$ cat config.mk
export PLATFORM = sky130hd
export DESIGN_NAME = cmd_watchdog
export DESIGN_NICKNAME = d
export VERILOG_FILES = /design/src/rtl/wdog_pkg.sv /design/src/rtl/wdog_cmd_dec.sv /design/src/rtl/wdog_mode_regs.sv /design/src/rtl/wdog_core.sv /design/src/rtl/cmd_watchdog.sv
export SDC_FILE = /design/constraint.sdc
export NUM_CORES = 1
export LEC_CHECK = 0
export BUFFER_PORTS_ARGS = -buffer_cell sky130_fd_sc_hd__buf_4
export CAP_MARGIN = 25
export CELL_PAD_IN_SITES_DETAIL_PLACEMENT = 1
export CELL_PAD_IN_SITES_GLOBAL_PLACEMENT = 1
export CORE_MARGIN = 4
export CORE_UTILIZATION = 34
export DETAILED_ROUTE_END_ITERATION = 7
export PLACE_DENSITY_LB_ADDON = 0.25
export SLEW_MARGIN = 20
export SYNTH_ARGS = -nofsm -noshare
export SYNTH_HDL_FRONTEND = slang
export SYNTH_HIERARCHICAL = 1
export SYNTH_SLANG_ARGS = --single-unit
$ cat constraint.sdc
create_clock -name clk_i -period 2.23 [get_ports clk_i]
set_clock_uncertainty 0.05 [all_clocks]
set_input_delay 0.1115 -clock clk_i [delete_from_list [all_inputs] [get_ports clk_i]]
set_output_delay 0.1115 -clock clk_i [all_outputs]
set_load 0.02 [all_outputs]
$ cat src/rtl/wdog_pkg.sv
package wdog_pkg;
  localparam int unsigned CMD_W = 16;
  localparam logic [CMD_W-1:0] CMD_UNLOCK = 16'hAB00;
  localparam logic [CMD_W-1:0] CMD_LOCK   = 16'hAB01;
  localparam logic [CMD_W-1:0] CMD_PAUSE  = 16'h3877;
  localparam logic [CMD_W-1:0] CMD_RESUME = 16'h4A4B;
  localparam logic [CMD_W-1:0] CMD_CLR    = 16'h7482;
  localparam logic [CMD_W-1:0] CMD_MAXLD  = 16'hDEAF;

  typedef struct packed {
    logic unlock;
    logic lock;
    logic pause;
    logic resume;
    logic clr;
    logic maxld;
  } wd_cmd_t;
endpackage

$ cat src/rtl/wdog_cmd_dec.sv
module wdog_cmd_dec
  import wdog_pkg::*;
(
  input  logic             we_i,
  input  logic [CMD_W-1:0] data_i,
  output wd_cmd_t          cmd_o
);
  always_comb begin
    cmd_o = '0;
    if (we_i) begin
      unique case (data_i)
        CMD_UNLOCK: cmd_o.unlock = 1'b1;
        CMD_LOCK:   cmd_o.lock   = 1'b1;
        CMD_PAUSE:  cmd_o.pause  = 1'b1;
        CMD_RESUME: cmd_o.resume = 1'b1;
        CMD_CLR:    cmd_o.clr    = 1'b1;
        CMD_MAXLD:  cmd_o.maxld  = 1'b1;
        default:    cmd_o        = '0;
      endcase
    end
  end
endmodule

$ cat src/rtl/wdog_mode_regs.sv
module wdog_mode_regs
  import wdog_pkg::*;
(
  input  logic    clk_i,
  input  logic    rst_ni,
  input  wd_cmd_t cmd_i,
  output logic    locked_o,
  output logic    paused_o
);
  always_ff @(posedge clk_i or negedge rst_ni) begin
    if (!rst_ni) begin
      locked_o <= 1'b0;
      paused_o <= 1'b1;
    end else begin
      if (cmd_i.lock)        locked_o <= 1'b1;
      else if (cmd_i.unlock) locked_o <= 1'b0;
      if (cmd_i.pause)       paused_o <= 1'b1;
      else if (cmd_i.resume) paused_o <= 1'b0;
    end
  end

  p_lock_takes_r2: assert property (@(posedge clk_i) disable iff (!rst_ni)
    cmd_i.lock |=> locked_o);
  p_pause_takes_r3: assert property (@(posedge clk_i) disable iff (!rst_ni)
    cmd_i.pause |=> paused_o);
endmodule

$ cat src/rtl/wdog_core.sv
module wdog_core #(
  parameter int unsigned CNT_W = 20,
  parameter int unsigned LOW_W = 4,
  localparam int unsigned VIS_W = CNT_W - LOW_W
) (
  input  logic             clk_i,
  input  logic             rst_ni,
  input  logic             tick_i,
  input  logic             paused_i,
  input  logic             locked_i,
  input  logic             wr_i,
  input  logic [VIS_W-1:0] wdata_i,
  input  logic             maxld_i,
  input  logic             clr_i,
  output logic [CNT_W-1:0] cnt_o,
  output logic             flag_o
);
  localparam logic [CNT_W-1:0] MAXV = '1;
  localparam logic [CNT_W-1:0] ONE  = {{(CNT_W-1){1'b0}}, 1'b1};

  logic [CNT_W-1:0] cnt_q, cnt_d;
  logic             flag_q, flag_d, wr_en, hit;

  assign wr_en = wr_i && !locked_i;

  // priority: count write, then max reload, then trigger
  always_comb begin
    cnt_d = cnt_q;
    if (wr_en)                     cnt_d = {wdata_i, {LOW_W{1'b0}}};
    else if (maxld_i)              cnt_d = MAXV;
    else if (tick_i && !paused_i)  cnt_d = (cnt_q == '0) ? MAXV : cnt_q - ONE;
    hit    = (cnt_d == '0) && (cnt_q != '0);
    flag_d = hit ? 1'b1 : (clr_i ? 1'b0 : flag_q);
  end

  always_ff @(posedge clk_i or negedge rst_ni) begin
    if (!rst_ni) begin
      cnt_q  <= MAXV;
      flag_q <= 1'b0;
    end else begin
      cnt_q  <= cnt_d;
      flag_q <= flag_d;
    end
  end

  assign cnt_o  = cnt_q;
  assign flag_o = flag_q;

  p_hold_paused_r3: assert property (@(posedge clk_i) disable iff (!rst_ni)
    paused_i && !wr_i && !maxld_i |=> $stable(cnt_q));
  p_dec_r4: assert property (@(posedge clk_i) disable iff (!rst_ni)
    tick_i && !paused_i && !wr_i && !maxld_i && cnt_q != '0 |=> cnt_q == $past(cnt_q) - ONE);
  p_low_clr_r5: assert property (@(posedge clk_i) disable iff (!rst_ni)
    wr_i && !locked_i |=> cnt_q[LOW_W-1:0] == '0);
  p_zero_flag_r6: assert property (@(posedge clk_i) disable iff (!rst_ni)
    (cnt_q == '0) && ($past(cnt_q) != '0) |-> flag_q);
  p_sticky_r6: assert property (@(posedge clk_i) disable iff (!rst_ni)
    flag_q && !clr_i |=> flag_q);
  p_maxld_r8: assert property (@(posedge clk_i) disable iff (!rst_ni)
    maxld_i && !wr_i |=> cnt_q == MAXV);
  p_wrap_r9: assert property (@(posedge clk_i) disable iff (!rst_ni)
    tick_i && !paused_i && !wr_i && !maxld_i && cnt_q == '0 |=> cnt_q == MAXV);
endmodule

$ cat src/rtl/cmd_watchdog.sv
module cmd_watchdog
  import wdog_pkg::*;
#(
  parameter int unsigned CNT_W = 20,
  parameter int unsigned LOW_W = 4
) (
  input  logic                   clk_i,
  input  logic                   rst_ni,
  input  logic                   tick_i,
  input  logic                   cmd_we_i,
  input  logic [CMD_W-1:0]       cmd_data_i,
  input  logic                   cnt_we_i,
  input  logic [CNT_W-LOW_W-1:0] cnt_wdata_i,
  output logic [CNT_W-LOW_W-1:0] cnt_rdata_o,
  output logic                   irq_o
);
  localparam int unsigned VIS_W = CNT_W - LOW_W;

  wd_cmd_t          cmd;
  logic             locked, paused;
  logic [CNT_W-1:0] cnt;

  wdog_cmd_dec u_dec (
    .we_i   (cmd_we_i),
    .data_i (cmd_data_i),
    .cmd_o  (cmd)
  );

  wdog_mode_regs u_mode (
    .clk_i    (clk_i),
    .rst_ni   (rst_ni),
    .cmd_i    (cmd),
    .locked_o (locked),
    .paused_o (paused)
  );

  wdog_core #(.CNT_W(CNT_W), .LOW_W(LOW_W)) u_core (
    .clk_i    (clk_i),
    .rst_ni   (rst_ni),
    .tick_i   (tick_i),
    .paused_i (paused),
    .locked_i (locked),
    .wr_i     (cnt_we_i),
    .wdata_i  (cnt_wdata_i),
    .maxld_i  (cmd.maxld),
    .clr_i    (cmd.clr),
    .cnt_o    (cnt),
    .flag_o   (irq_o)
  );

  assign cnt_rdata_o = cnt[CNT_W-1:LOW_W];

  p_locked_write_r2: assert property (@(posedge clk_i) disable iff (!rst_ni)
    cnt_we_i && locked && !cmd.maxld && !tick_i |=> $stable(cnt_rdata_o));
  p_bad_cmd_r10: assert property (@(posedge clk_i) disable iff (!rst_ni)
    cmd == '0 |=> $stable(locked) && $stable(paused));
  p_vis_width: assert property (@(posedge clk_i) disable iff (!rst_ni)
    cnt_we_i && !locked |=> cnt_rdata_o == $past(cnt_wdata_i));
  initial assert (VIS_W > 0);
endmodule

==> run metrics <==
Post-synth EDFFs 0; Crit Path Category reg2reg; Cell Rows 25; DPL Wire Length between 4000 and 5000 um; clock slew at reported path FFs 0.09 ns; layout cell share with drive strength beyond 1 a little over half; Worst Path Max Fanout 4; sequential fraction of the synthesis area a little over a third; initial antenna violation count 0; Min-Delay Path Class in2reg; CP Data Required Time 2.35 ns; post-route antenna net violation count 0; die footprint between 6000 and 7000 um^2; final hold slack 0.0564 ns; Tightest Pin Transition roughly 0.47 ns; RD Place Congestion just under 0.9; Top Ports 54; Max Cap Violations 0; Syn. warnings 6; root buffer cell clkbuf_8; number of global-route vias before repair a little over 2,000; status complete, but fails checks; Syn Inst Count between 150 and 200; failing checks negative setup slack; share of the clock period used by the worst path 111%; Top FF cell, synth dfstp_2; RSZ-0062 raised after global routing yes; area grow syn2layout 57.5%; PwrDens ~500 nW/um^2; vias per cell ~5.5; async set-reset flop share out of synthesis 100%; DR WL/cell ~19 um; crit-path cells inv_2 -> ha_4 -> and3b_2 -> nand4_1 -> xor2_2 -> a21oi_1 -> a2111oi_4 -> nand4b_1 -> o32ai_2; VDD IR max about 0.2 mV; Layout Nets ~320; Setup-failing EPs final 1; Initial DRC Count 99; # diodes 0; relative slew slack between 60% and 70%; total number of vias 1,908; Port Buffers 53; pin count of the biggest net entering global routing 24; Final Hold Viols 0; drt pass-1 iters 4; dpl ws -0.383 ns; htree depth 1; total gr overflow 0; first-pass GRT wire length around 10000 um; cell area after layout approximately 2700 um^2; peak per-stage delay on the critical path between 0.5 and 0.6 ns; CTS buffer count 3; CP max-delay cell dfstp_2; worst skew pair latency around 0.26 ns; initial core utilization 35.4%; f_max just over 0.4 GHz; Syn Nets between 200 and 250; final wirelength 6680 um; Core Footprint 4790 um^2; drt drc 0; Die Y between 70 and 80 um; die width a little under 80 um; CTS tree done; Netlist cell types 47; worst-case clock buffer depth 2; arrival time at the worst endpoint 2.59 ns; Placement Cell Area 2450 um^2; Synth Cell Area roughly 1700 um^2; Final WS setup -0.237 ns; Total GRT Usage between 20% and 30%; max-slew violation count 0; minimum clock period approximately 2.5 ns; FF+latch count, synth 23; Pleak 0.00107 uW; Sink Count 23; setup TNS -0.237 ns; R2R setup slack -0.24 ns; Worst setup SP type flip-flop; synthesized area per cell between 9 and 10 um^2; CP Capture Type flip-flop
cells in the final DEF, fill, tap and decap left out, types with 5 or more instances in the layout:
master	instances
a21oi_1	12
a31oi_1	8
buf_4	97
dfstp_2	21
nand2_1	8
nand3_1	5
nand3b_1	5
nand4_1	6
nand4b_1	5
nor2_1	24
nor3_1	6
nor4_1	8
xor2_1	8
report_power, final:
group | internal [uW] | switching, uW | total, uW
Sequential | 485 | 49.3 | 535
Combinational | 263 | 278 | 541
Clock | 125 | 139 | 264
Total | 873 | 467 | 1340
final cells by class:
class                      instances  area [um^2]
tap                               67         83.8
clock buffer                       3         41.3
clock inverter                     1         5.00
inverter                           6         25.0
multi-input combinational        149         1150
fill                             574         2120
timing repair buffer             100          761
sequential                        23          602
worst max-delay path: cells and delay by family (launching register included):
kind	cells	cell delay (ns)
AOI/OAI and AO/OA	3	0.79
DFF	1	0.56
and+or+nand+nor	3	0.56
xor gates and xnor gates	1	0.19
adders and majority gates	1	0.17
buffers and inverters	1	0.08
sequential cells by signal, summed over array words and instances, names as in the netlist:
register	count
u_core/flag_o	1
u_core/cnt_o	20
u_mode/paused_o	1
u_mode/locked_o	1
cells by family after synthesis:
kind of cell,after synthesis,synth area share (%)
adder cells (fa/ha/maj),2,1.48
AND/OR/NAND/NOR,97,36.5
XOR/XNOR,14,7.24
flip-flops,23,35.5
AO/OA/AOI/OAI,36,14.8
buffers and inverters,13,4.50
per-layer routing:
metal | up-vias | share of wire [%] | global-route usage [%]
met1 | 953 | 40 | 24.8
met2 | 61 | 52 | 38.0
met3 | 14 | 4.8 | 1.95
met4 | 0 | 2.9 | 6.12
met5 | - | 0 | 0
li1 | 880 | - | -
synth_stat cells, drive strengths merged (2+ instances only):
library cell / count / area share [%]
nand2b: 3 / 1.1
xor2: 10 / 5.2
o21ai: 3 / 0.89
dfrtp: 2 / 3.0
xnor2: 4 / 2.1
o31ai: 2 / 1.5
nor4b: 2 / 1.9
or3: 3 / 1.2
dlygate4sd1: 2 / 1.0
or4: 2 / 0.89
nor2: 24 / 5.3
nor3: 7 / 2.4
a21o: 2 / 0.89
dfstp: 21 / 33
nor4: 11 / 5.3
nand3: 8 / 3.0
or2: 2 / 0.74
buf: 4 / 1.9
nand2: 8 / 1.8
nand4: 6 / 2.2
nand3b: 6 / 3.4
a31oi: 12 / 5.3
nor2b: 2 / 0.74
a21oi: 13 / 3.8
ha: 2 / 1.5
or4b: 3 / 1.8
inv: 6 / 1.3
and3: 2 / 0.81
nand4b: 5 / 2.6
final timing paths:
check | startpoint | end | cells after the start
worst max-delay path | u_core/cnt_o[1]$_DFF_PN1_ | u_core/flag_o$_DFFE_PN0P_ | 9
worst min-delay path | cnt_wdata_i[8] | u_core/cnt_o[12]$_DFF_PN1_ | 3
worst max register to register | u_core/cnt_o[1]$_DFF_PN1_ | u_core/flag_o$_DFFE_PN0P_ | 9
worst min register to register | u_mode/locked_o$_DFFE_PN0P_ | u_mode/locked_o$_DFFE_PN0P_ | 1
max in group asynchronous | rst_ni | u_core/cnt_o[5]$_DFF_PN1_ | 2
min in group asynchronous | rst_ni | u_core/flag_o$_DFFE_PN0P_ | 2
metrics by stage:
step	cells	power, uW	util, %
after floorplan	185	762	-
after global placement	336	991	51.1
after detailed placement	336	1000	51.1
after CTS	347	1310	54.8
after global routing	349	1400	55.8
final	349	1340	55.8
timing repair:
action | CTS | global route
pin swaps | 13 | 9
hold buffers | 1 | 0
hold endpoints to repair | 23 | 0
setup buffers | 6 | 2
resized for setup | 14 | 5
endpoints found under the setup margin | 1 | 1
No activity file was read; power rests on OpenSTA's default activity.
